==> config.mk <==
export PLATFORM = sky130hd
export DESIGN_NAME = mbox_top
export DESIGN_NICKNAME = d
export VERILOG_FILES = /design/src/rtl/mbox_pkg.sv /design/src/rtl/mbox_ctrl.sv /design/src/rtl/mbox_dp.sv /design/src/rtl/mbox_top.sv
export SDC_FILE = /design/constraint.sdc
export NUM_CORES = 1
export LEC_CHECK = 0
export BUFFER_PORTS_ARGS = -buffer_cell sky130_fd_sc_hd__buf_2
export CAP_MARGIN = 0
export CORE_UTILIZATION = 52
export CTS_CLUSTER_DIAMETER = 120
export DETAILED_ROUTE_END_ITERATION = 7
export PLACE_DENSITY = 0.78
export SYNTH_ARGS = -nofsm -noshare
export SYNTH_HDL_FRONTEND = slang
export SYNTH_HIERARCHICAL = 1
export SYNTH_SLANG_ARGS = --single-unit
==> constraint.sdc <==
create_clock -name clk -period 2.77 [get_ports clk]
set_input_delay 0.4155 -clock clk [delete_from_list [all_inputs] [get_ports clk]]
set_output_delay 0.4155 -clock clk [all_outputs]
set_load 0.02 [all_outputs]
==> src/rtl/mbox_pkg.sv <==
package mbox_pkg;
  localparam int WORD_W    = 32;
  localparam int MBOX_W    = 64;
  localparam int HEAD_W    = 16;
  localparam int PAYLOAD_W = MBOX_W - HEAD_W;
  localparam int EXIT_W    = PAYLOAD_W - 1;
  localparam int BYTE_W    = 8;

  localparam logic [7:0] DEV_SYS  = 8'd0;
  localparam logic [7:0] DEV_CONS = 8'd1;
  localparam logic [7:0] CMD_SYS  = 8'd0;
  localparam logic [7:0] CMD_GET  = 8'd0;
  localparam logic [7:0] CMD_PUT  = 8'd1;

  typedef struct packed {
    logic toLoadLo;
    logic toCommit;
    logic toClear;
    logic frLoadLo;
    logic frOrHi;
    logic frPutResp;
    logic frZeroResp;
    logic frRx;
    logic pendSave;
    logic pendClear;
    logic txFire;
    logic haltFire;
  } mboxStrobes_t;
endpackage

==> src/rtl/mbox_ctrl.sv <==
module mbox_ctrl
  import mbox_pkg::*;
#(
  parameter int ADDR_W = 4,
  parameter int TO_OFF = 8,
  parameter int FR_OFF = 0
) (
  input  logic                clk,
  input  logic                rstN,
  input  logic [ADDR_W-1:0]   busAddr,
  input  logic                busWrite,
  input  logic                rxValid,
  input  logic [HEAD_W-1:0]   cmdHead,
  input  logic                payloadLsb,
  input  logic                tohostZero,
  input  logic                pendValid,
  output mboxStrobes_t        strobes
);
  localparam logic [ADDR_W-1:0] A_TO_LO = ADDR_W'(TO_OFF);
  localparam logic [ADDR_W-1:0] A_TO_HI = ADDR_W'(TO_OFF + 4);
  localparam logic [ADDR_W-1:0] A_FR_LO = ADDR_W'(FR_OFF);
  localparam logic [ADDR_W-1:0] A_FR_HI = ADDR_W'(FR_OFF + 4);

  logic allowQ;
  logic [7:0] devField, cmdField;

  assign devField = cmdHead[15:8];
  assign cmdField = cmdHead[7:0];

  always_ff @(posedge clk or negedge rstN) begin
    if (!rstN) allowQ <= 1'b0;
    else if (busWrite && busAddr == A_TO_LO) allowQ <= tohostZero;
  end

  always_comb begin
    strobes = '0;
    if (busWrite) begin
      if (busAddr == A_TO_LO && tohostZero) strobes.toLoadLo = 1'b1;
      if (busAddr == A_TO_HI && allowQ) begin
        if (devField == DEV_SYS && cmdField == CMD_SYS && payloadLsb) begin
          strobes.toCommit = 1'b1;
          strobes.haltFire = 1'b1;
        end else if (devField == DEV_CONS && cmdField == CMD_GET) begin
          strobes.pendSave = 1'b1;
          strobes.toClear  = 1'b1;
        end else if (devField == DEV_CONS && cmdField == CMD_PUT) begin
          strobes.txFire    = 1'b1;
          strobes.frPutResp = 1'b1;
          strobes.toClear   = 1'b1;
        end else begin
          strobes.frZeroResp = 1'b1;
          strobes.toClear    = 1'b1;
        end
      end
      if (busAddr == A_FR_LO) strobes.frLoadLo = 1'b1;
      if (busAddr == A_FR_HI) strobes.frOrHi = 1'b1;
    end else if (rxValid && pendValid) begin
      strobes.frRx      = 1'b1;
      strobes.pendClear = 1'b1;
    end
  end
endmodule

==> src/rtl/mbox_dp.sv <==
module mbox_dp
  import mbox_pkg::*;
#(
  parameter int ADDR_W = 4,
  parameter int TO_OFF = 8,
  parameter int FR_OFF = 0
) (
  input  logic                clk,
  input  logic                rstN,
  input  logic [ADDR_W-1:0]   busAddr,
  input  logic [WORD_W-1:0]   busWdata,
  output logic [WORD_W-1:0]   busRdata,
  input  logic [BYTE_W-1:0]   rxByte,
  input  mboxStrobes_t        strobes,
  output logic [HEAD_W-1:0]   cmdHead,
  output logic                payloadLsb,
  output logic                tohostZero,
  output logic                pendValid,
  output logic [MBOX_W-1:0]   tohostQ,
  output logic [MBOX_W-1:0]   fromhostQ,
  output logic [BYTE_W-1:0]   txByte,
  output logic                txValid,
  output logic                haltOut,
  output logic [EXIT_W-1:0]   exitCode
);
  localparam logic [ADDR_W-1:0] A_TO_LO = ADDR_W'(TO_OFF);
  localparam logic [ADDR_W-1:0] A_TO_HI = ADDR_W'(TO_OFF + 4);
  localparam logic [ADDR_W-1:0] A_FR_LO = ADDR_W'(FR_OFF);
  localparam logic [ADDR_W-1:0] A_FR_HI = ADDR_W'(FR_OFF + 4);
  localparam int PAD_W = PAYLOAD_W - BYTE_W - 1;

  logic [MBOX_W-1:0] cmdWord;
  logic [HEAD_W-1:0] pendHeadQ;

  assign cmdWord    = tohostQ | {busWdata, {WORD_W{1'b0}}};
  assign cmdHead    = cmdWord[MBOX_W-1 -: HEAD_W];
  assign payloadLsb = cmdWord[0];
  assign tohostZero = (tohostQ == '0);

  always_ff @(posedge clk or negedge rstN) begin
    if (!rstN) begin
      tohostQ   <= '0;
      fromhostQ <= '0;
      pendHeadQ <= '0;
      pendValid <= 1'b0;
      txByte    <= '0;
      txValid   <= 1'b0;
      haltOut   <= 1'b0;
      exitCode  <= '0;
    end else begin
      txValid <= strobes.txFire;
      if (strobes.txFire) txByte <= cmdWord[BYTE_W-1:0];

      if (strobes.toLoadLo)      tohostQ <= {{WORD_W{1'b0}}, busWdata};
      else if (strobes.toCommit) tohostQ <= cmdWord;
      else if (strobes.toClear)  tohostQ <= '0;

      if (strobes.frLoadLo)        fromhostQ <= {{WORD_W{1'b0}}, busWdata};
      else if (strobes.frOrHi)     fromhostQ <= fromhostQ | {busWdata, {WORD_W{1'b0}}};
      else if (strobes.frPutResp)  fromhostQ <= {cmdHead, {PAD_W{1'b0}}, 1'b1, cmdWord[BYTE_W-1:0]};
      else if (strobes.frZeroResp) fromhostQ <= {cmdHead, {PAYLOAD_W{1'b0}}};
      else if (strobes.frRx)       fromhostQ <= {pendHeadQ, {PAD_W{1'b0}}, 1'b1, rxByte};

      if (strobes.pendSave) begin
        pendHeadQ <= cmdHead;
        pendValid <= 1'b1;
      end else if (strobes.pendClear) begin
        pendHeadQ <= '0;
        pendValid <= 1'b0;
      end

      if (strobes.haltFire) begin
        haltOut  <= 1'b1;
        exitCode <= cmdWord[PAYLOAD_W-1:1];
      end
    end
  end

  always_comb begin
    unique case (busAddr)
      A_TO_LO: busRdata = tohostQ[WORD_W-1:0];
      A_TO_HI: busRdata = tohostQ[MBOX_W-1:WORD_W];
      A_FR_LO: busRdata = fromhostQ[WORD_W-1:0];
      A_FR_HI: busRdata = fromhostQ[MBOX_W-1:WORD_W];
      default: busRdata = '0;
    endcase
  end
endmodule

==> src/rtl/mbox_top.sv <==
module mbox_top
  import mbox_pkg::*;
#(
  parameter int ADDR_W = 4,
  parameter int TO_OFF = 8,
  parameter int FR_OFF = 0
) (
  input  logic              clk,
  input  logic              rstN,
  input  logic [ADDR_W-1:0] busAddr,
  input  logic              busWrite,
  input  logic [31:0]       busWdata,
  output logic [31:0]       busRdata,
  input  logic [7:0]        rxByte,
  input  logic              rxValid,
  output logic [7:0]        txByte,
  output logic              txValid,
  output logic              haltOut,
  output logic [46:0]       exitCode
);
  mboxStrobes_t      strobes;
  logic [HEAD_W-1:0] cmdHead;
  logic              payloadLsb, tohostZero, pendValid;
  logic [MBOX_W-1:0] tohostQ, fromhostQ;

  mbox_ctrl #(.ADDR_W(ADDR_W), .TO_OFF(TO_OFF), .FR_OFF(FR_OFF)) uCtrl (
    .clk(clk), .rstN(rstN), .busAddr(busAddr), .busWrite(busWrite),
    .rxValid(rxValid), .cmdHead(cmdHead), .payloadLsb(payloadLsb),
    .tohostZero(tohostZero), .pendValid(pendValid), .strobes(strobes)
  );

  mbox_dp #(.ADDR_W(ADDR_W), .TO_OFF(TO_OFF), .FR_OFF(FR_OFF)) uDp (
    .clk(clk), .rstN(rstN), .busAddr(busAddr), .busWdata(busWdata),
    .busRdata(busRdata), .rxByte(rxByte), .strobes(strobes),
    .cmdHead(cmdHead), .payloadLsb(payloadLsb), .tohostZero(tohostZero),
    .pendValid(pendValid), .tohostQ(tohostQ), .fromhostQ(fromhostQ),
    .txByte(txByte), .txValid(txValid), .haltOut(haltOut), .exitCode(exitCode)
  );
endmodule

==> flow_metrics.env, run 1 <==
export IMPL_synth_warnings=6
export IMPL_end_kind="flop"
export IMPL_total_power_uw=7420
export IMPL_placed_area_mm2=0.0110
export IMPL_antenna_left=0
export IMPL_max_slew_margin_pct=55.2
export IMPL_cp_slowest_cell="dfrtp_1"
export IMPL_htree_levels=1
export IMPL_hold_viol=0
export IMPL_grt_overflow=0
export IMPL_cts_buffers=22
export IMPL_area_growth_pct=22.1
export IMPL_fin_crit_ns=2.69
export IMPL_die_area_mm2=0.0190
export IMPL_rsz0062_at_grt="no"
export IMPL_die_w_um=138
export IMPL_track_usage_pct=28.9
export IMPL_insertedDiodeCount=0
export IMPL_ioPinCount=137
export IMPL_slew_violations=0
export IMPL_fin_util_pct=65.0
export IMPL_ir_drop_mv=0.449
export IMPL_pwr_density_cell_mw_per_mm2=633
export IMPL_synth_fp_nets=943
export IMPL_grt_pass1_wl_mm=42.0
export IMPL_drcViolationCount=0
export IMPL_clockBufferDepth=3
export IMPL_crit_required_ns=3.15
export IMPL_avgSynthCellArea_um2=10.7
export IMPL_cap_violations=0
export IMPL_die_h_um=138
export IMPL_tightest_slew_ns=0.670
export IMPL_final_nets=1097
export IMPL_max_stage_delay_ns=0.44
export IMPL_initial_utilization_pct=53.2
export IMPL_period_share_pct=97.2
export IMPL_grt_pass1_vias=7698
export IMPL_synth_cells=895
export IMPL_crit_type="reg -> reg"
export IMPL_worstPathArrival_ns=3.07
export IMPL_max_freq_mhz=371
export IMPL_rows=49
export IMPL_via_per_inst=6.18
export IMPL_io_buffer_count=136
export IMPL_clkLatencyLatePin_ns=0.51
export IMPL_coreArea_mm2=0.0180
export IMPL_clkTransAtPathRegs_ns=0.06
export IMPL_finalSetupViolCount=0
export IMPL_grt_max_degree=82
export IMPL_cp_start_kind="flop"
export IMPL_syn_area_mm2=0.00959
export IMPL_clock_sinks=203
export IMPL_finalInstanceArea_mm2=0.0117
export IMPL_drt_pass1_iterations=5
export IMPL_wl_per_cell_um=21.0
export IMPL_outcome="complete, no violations"
export IMPL_cts_tree="yes"
export IMPL_routed_wirelength_mm=27.1
export IMPL_cp_max_fo=41
export IMPL_p_leak_uw=0.00600
export IMPL_cts_root_buf="clkbuf_16"
export IMPL_drive_above_1_share_pct=33.2
export IMPL_path_cells="nor4_1 > buf_4 > nand4_1 > nor4_2 > nor3b_2 > nand2b_1 > o21ai_4 > buf_12 > a22o_1"
export IMPL_fin_worst_skew_ns=0.0241
export IMPL_gp_congestion=0.856
export IMPL_antenna_found_initial=0
export IMPL_holdCritPathClass="in -> reg"
export IMPL_fillers=1392
export IMPL_vias=7973
export IMPL_dp_hpwl_mm=17.6
export IMPL_drt_initial_drc_count=778
-- state kept, by name, indices dropped and copies added (netlist names) --
name,cells
uDp/fromhostQ,64
uDp/pendHeadQ,16
uCtrl/allowQ,1
uDp/pendValid,1
uDp/tohostQ,64
uDp/haltOut,1
uDp/exitCode,47
uDp/txByte,8
uDp/txValid,1
-- layout make-up --
type	instances	area (um^2)	area share (%)
inverters	35	131	1.12
clock inverters	3	28.8	0.246
well taps	229	287	2.45
repair buffers	220	1500	12.8
flip-flops and latches	203	5080	43.4
clock buffers	33	652	5.56
multi-input cells	567	4040	34.5
-- worst max-delay path, delay by kind of cell, from the launching register on --
kind / cells / cell delay [ns]
AOI/OAI and AO/OA: 2 / 0.30
and+or+nand+nor: 5 / 1.42
buffers and inverters: 2 / 0.38
DFF: 1 / 0.44
-- per-layer routing --
| layer | routed length (um) | part of all wire (%) | track usage (%) |
|---|---|---|---|
| met1 | 11600 | 43 | 42.0 |
| met2 | 12700 | 47 | 44.6 |
| met3 | 2300 | 8.5 | 4.75 |
| met4 | 565 | 2.1 | 8.27 |
| met5 | 0 | 0 | 0 |
-- cell usage in the layout (no fill, tap or decap), types with 13 or more instances in the layout --
cell type and count:
a21boi_0 16, a21o_1 17, a21oi_1 42, a221oi_1 24
a22o_1 49, a22oi_1 64, buf_12 14, buf_2 135
buf_4 69, clkbuf_16 22, dfrtp_1 203, inv_1 34
mux2_2 39, mux2i_1 16, nand2_1 83, nand2b_1 13
nor2_1 37, nor3b_1 15, nor4_1 15, o21ai_0 48
o22ai_2 14, or2_2 17
-- per-stage QoR --
step / TNS [ns] / cells / setup WS, ns / hold slack [ns]
2_1_floorplan: 0 / 895 / 0.0294 / 0.120
3_3_place_gp: 0 / 1252 / 0.00716 / 0.447
3_5_place_dp: -2.30 / 1252 / -0.0675 / 0.468
4_1_cts: 0 / 1289 / 0.0280 / 0.178
5_1_grt: 0 / 1290 / 0.0128 / 0.191
6_report: 0 / 1290 / 0.0777 / 0.185
-- power by group --
part / total, uW / internal [uW] / switching (uW)
combinational: 1010 / 446 / 568
clock: 2770 / 1620 / 1160
sequential: 3630 / 3350 / 284
total: 7420 / 5410 / 2010
-- worst paths after layout --
check,from,end,slack [ns],cells after the start
min,busWdata[9],uDp/fromhostQ[9]$_DFFE_PN0P_,0.18,3
min in group asynchronous,rstN,uDp/tohostQ[62]$_DFFE_PN0P_,0.51,2
max in group asynchronous,rstN,uDp/exitCode[30]$_DFFE_PN0P_,1.52,3
max,uDp/tohostQ[2]$_DFFE_PN0P_,uDp/tohostQ[22]$_DFFE_PN0P_,0.08,9
max reg2reg,uDp/tohostQ[2]$_DFFE_PN0P_,uDp/tohostQ[22]$_DFFE_PN0P_,0.08,9
min reg2reg,uDp/haltOut$_DFFE_PN0P_,uDp/haltOut$_DFFE_PN0P_,0.47,1
-- what timing repair did --
item                                    CTS  global route
hold buffers                              1             0
setup buffers                             0             1
gates resized for setup                   0             7
hold endpoints to repair                 68             0
endpoints found under the setup margin    0           104
(Power assumes the default switching activity.)
==> run 2: changes to the inputs <==
- GPL_TIMING_DRIVEN: unset -> 0
==> flow_metrics.env, run 2 (same netlist as run 1, synthesis figures left out) <==
export IMPL_ioPinCount=137
export IMPL_dp_slack_ns=-1.40
export IMPL_die_w_um=138
export IMPL_reg2reg_slack_ns=-0.05
export IMPL_antenna_found_initial=0
export IMPL_antenna_left=0
export IMPL_regArea_mm2=0.00509
export IMPL_cp_max_fo=10
export IMPL_finalInstanceArea_mm2=0.0121
export IMPL_htree_levels=1
export IMPL_hold_path_depth=3
export IMPL_hold_path_startpoint="busWdata[0]"
export IMPL_cp_slowest_cell="clkbuf_1"
export IMPL_wl_per_cell_um=22.2
export IMPL_fin_crit_ns=2.82
export IMPL_io_buffer_count=136
export IMPL_insertedDiodeCount=0
export IMPL_rsz0062_at_grt="yes"
export IMPL_ir_drop_mv=0.472
export IMPL_multiInputGateArea_mm2=0.00431
export IMPL_period_share_pct=102
export IMPL_cts_root_buf="clkbuf_16"
export IMPL_holdCritPathClass="in -> reg"
export IMPL_crit_type="reg -> reg"
export IMPL_pwr_density_cell_mw_per_mm2=644
export IMPL_grt_pass1_vias=7902
export IMPL_layout_setup_ws_ns=-0.0516
export IMPL_tightest_slew_ns=0.776
export IMPL_max_stage_delay_ns=0.48
export IMPL_vias=8352
export IMPL_worstPathArrival_ns=3.25
export IMPL_clockBufferDepth=3
export IMPL_final_cell_mix="dfrtp_1 (194), buf_2 (144), nand2_1 (83)"
export IMPL_layout_commonest_cell="dfrtp_1"
export IMPL_via_per_inst=6.32
export IMPL_failed_checks="setup timing"
export IMPL_clock_sinks=203
export IMPL_p_leak_uw=0.00612
export IMPL_final_nets=1125
export IMPL_rows=49
export IMPL_fin_worst_skew_ns=0.00933
export IMPL_grt_max_degree=119
export IMPL_cp_start_kind="flop"
export IMPL_final_cells=1322
export IMPL_cts_buffers=22
export IMPL_top_regs="uDp/fromhostQ x64, uDp/tohostQ x64, uDp/exitCode x47"
export IMPL_worstSetupStartpoint="uDp/tohostQ[57]$_DFFE_PN0P_"
export IMPL_cts_tree="yes"
export IMPL_finalSetupViolCount=11
export IMPL_outcome="finished, violations left"
export IMPL_routed_wirelength_mm=29.4
export IMPL_drcViolationCount=0
export IMPL_path_cells="buf_4 > nor4_4 > nand4_1 > nor4_4 > nor3b_4 > buf_6 > buf_4 > clkbuf_1 > a22o_1"
export IMPL_max_slew_margin_pct=48.2
export IMPL_clkTransAtPathRegs_ns=0.06
export IMPL_coreArea_mm2=0.0180
export IMPL_crit_required_ns=3.20
export IMPL_track_usage_pct=30.4
export IMPL_drt_initial_drc_count=1067
export IMPL_grt_overflow=0
export IMPL_drive_above_1_share_pct=36.3
export IMPL_dpl_cell_count=1261
export IMPL_die_area_mm2=0.0190
export IMPL_slew_violations=0
export IMPL_end_kind="flop"
export IMPL_placed_area_mm2=0.0106
export IMPL_fin_util_pct=67.2
export IMPL_dp_hpwl_mm=19.7
export IMPL_r2r_cells=9
export IMPL_area_growth_pct=26.3
export IMPL_die_h_um=138
export IMPL_clkLatencyLatePin_ns=0.50
export IMPL_fillers=1335
export IMPL_hold_viol=0
export IMPL_max_freq_mhz=354
export IMPL_reg2reg_from="uDp/tohostQ[57]$_DFFE_PN0P_"
export IMPL_initial_utilization_pct=53.2
export IMPL_grt_pass1_wl_mm=43.8
export IMPL_finalSetupTns_ns=-0.135
export IMPL_cap_violations=0
export IMPL_gp_congestion=0.905
export IMPL_drt_pass1_iterations=5
run 2: cell count changes in the layout (fill, tap and decap cells not counted), sizes merged:
cell	before	now
clkbuf	34	74
buf	218	202
clkinv	2	8
bufinv	0	2
clkinvlp	1	0
inv	35	36
run 2: report_power, final:
part	switching, uW	internal, uW	leakage [uW]
combinational	597	476	0.00305
sequential	338	3350	0.00268
clock	1210	1840	0.000385
total	2150	5660	0.00612
run 2: worst paths after layout:
kind / end
setup / recovery: uDp/tohostQ[4]$_DFFE_PN0P_
hold / removal: uDp/fromhostQ[32]$_DFFE_PN0P_
setup reg to reg: uDp/tohostQ[4]$_DFFE_PN0P_
hold reg to reg: uDp/haltOut$_DFFE_PN0P_
max in group asynchronous: uDp/tohostQ[49]$_DFFE_PN0P_
min in group asynchronous: uDp/pendHeadQ[7]$_DFFE_PN0P_
run 2: layer usage:
metal	vias up	GRT usage, %	wire length (um)
met3	85	6.88	2890
met4	0	11.5	1080
met2	511	45.7	13400
met1	4134	42.8	12000
met5	-	0	0
li1	3622	-	-
run 2: per-stage QoR:
stage,total power [uW],hold slack (ns)
after global routing,8090,0.202
final,7810,0.200
after floorplan,4170,0.120
after detailed placement,4590,0.449
after global placement,4540,0.447
after CTS,7710,0.185
run 2: timing repair:
action,4_1_cts,5_1_grt
hold endpoints to repair,85,0
pin swaps,6,14
gates resized for setup,74,72
hold buffers,1,0
setup endpoints to repair,206,213
gates cloned,0,2
setup buffers,7,12
run 2: area by class of cell:
class / count / share of cell area (%)
plain buffers: 89 / 5.11
clock buffers: 29 / 5.35
clock inverters: 11 / 0.929
inverters: 35 / 1.08
multi-input cells: 567 / 35.6
flip-flops and latches: 203 / 42.0
well taps: 229 / 2.36
repair buffers: 159 / 7.59
run 2: critical path, delay by kind of cell, from the launching register on:
| kind | cells | cell delay [ns] |
|---|---|---|
| buffers and inverters | 4 | 0.90 |
| and+or+nand+nor | 4 | 1.15 |
| AOI/OAI and AO/OA | 1 | 0.27 |
| DFF | 1 | 0.41 |
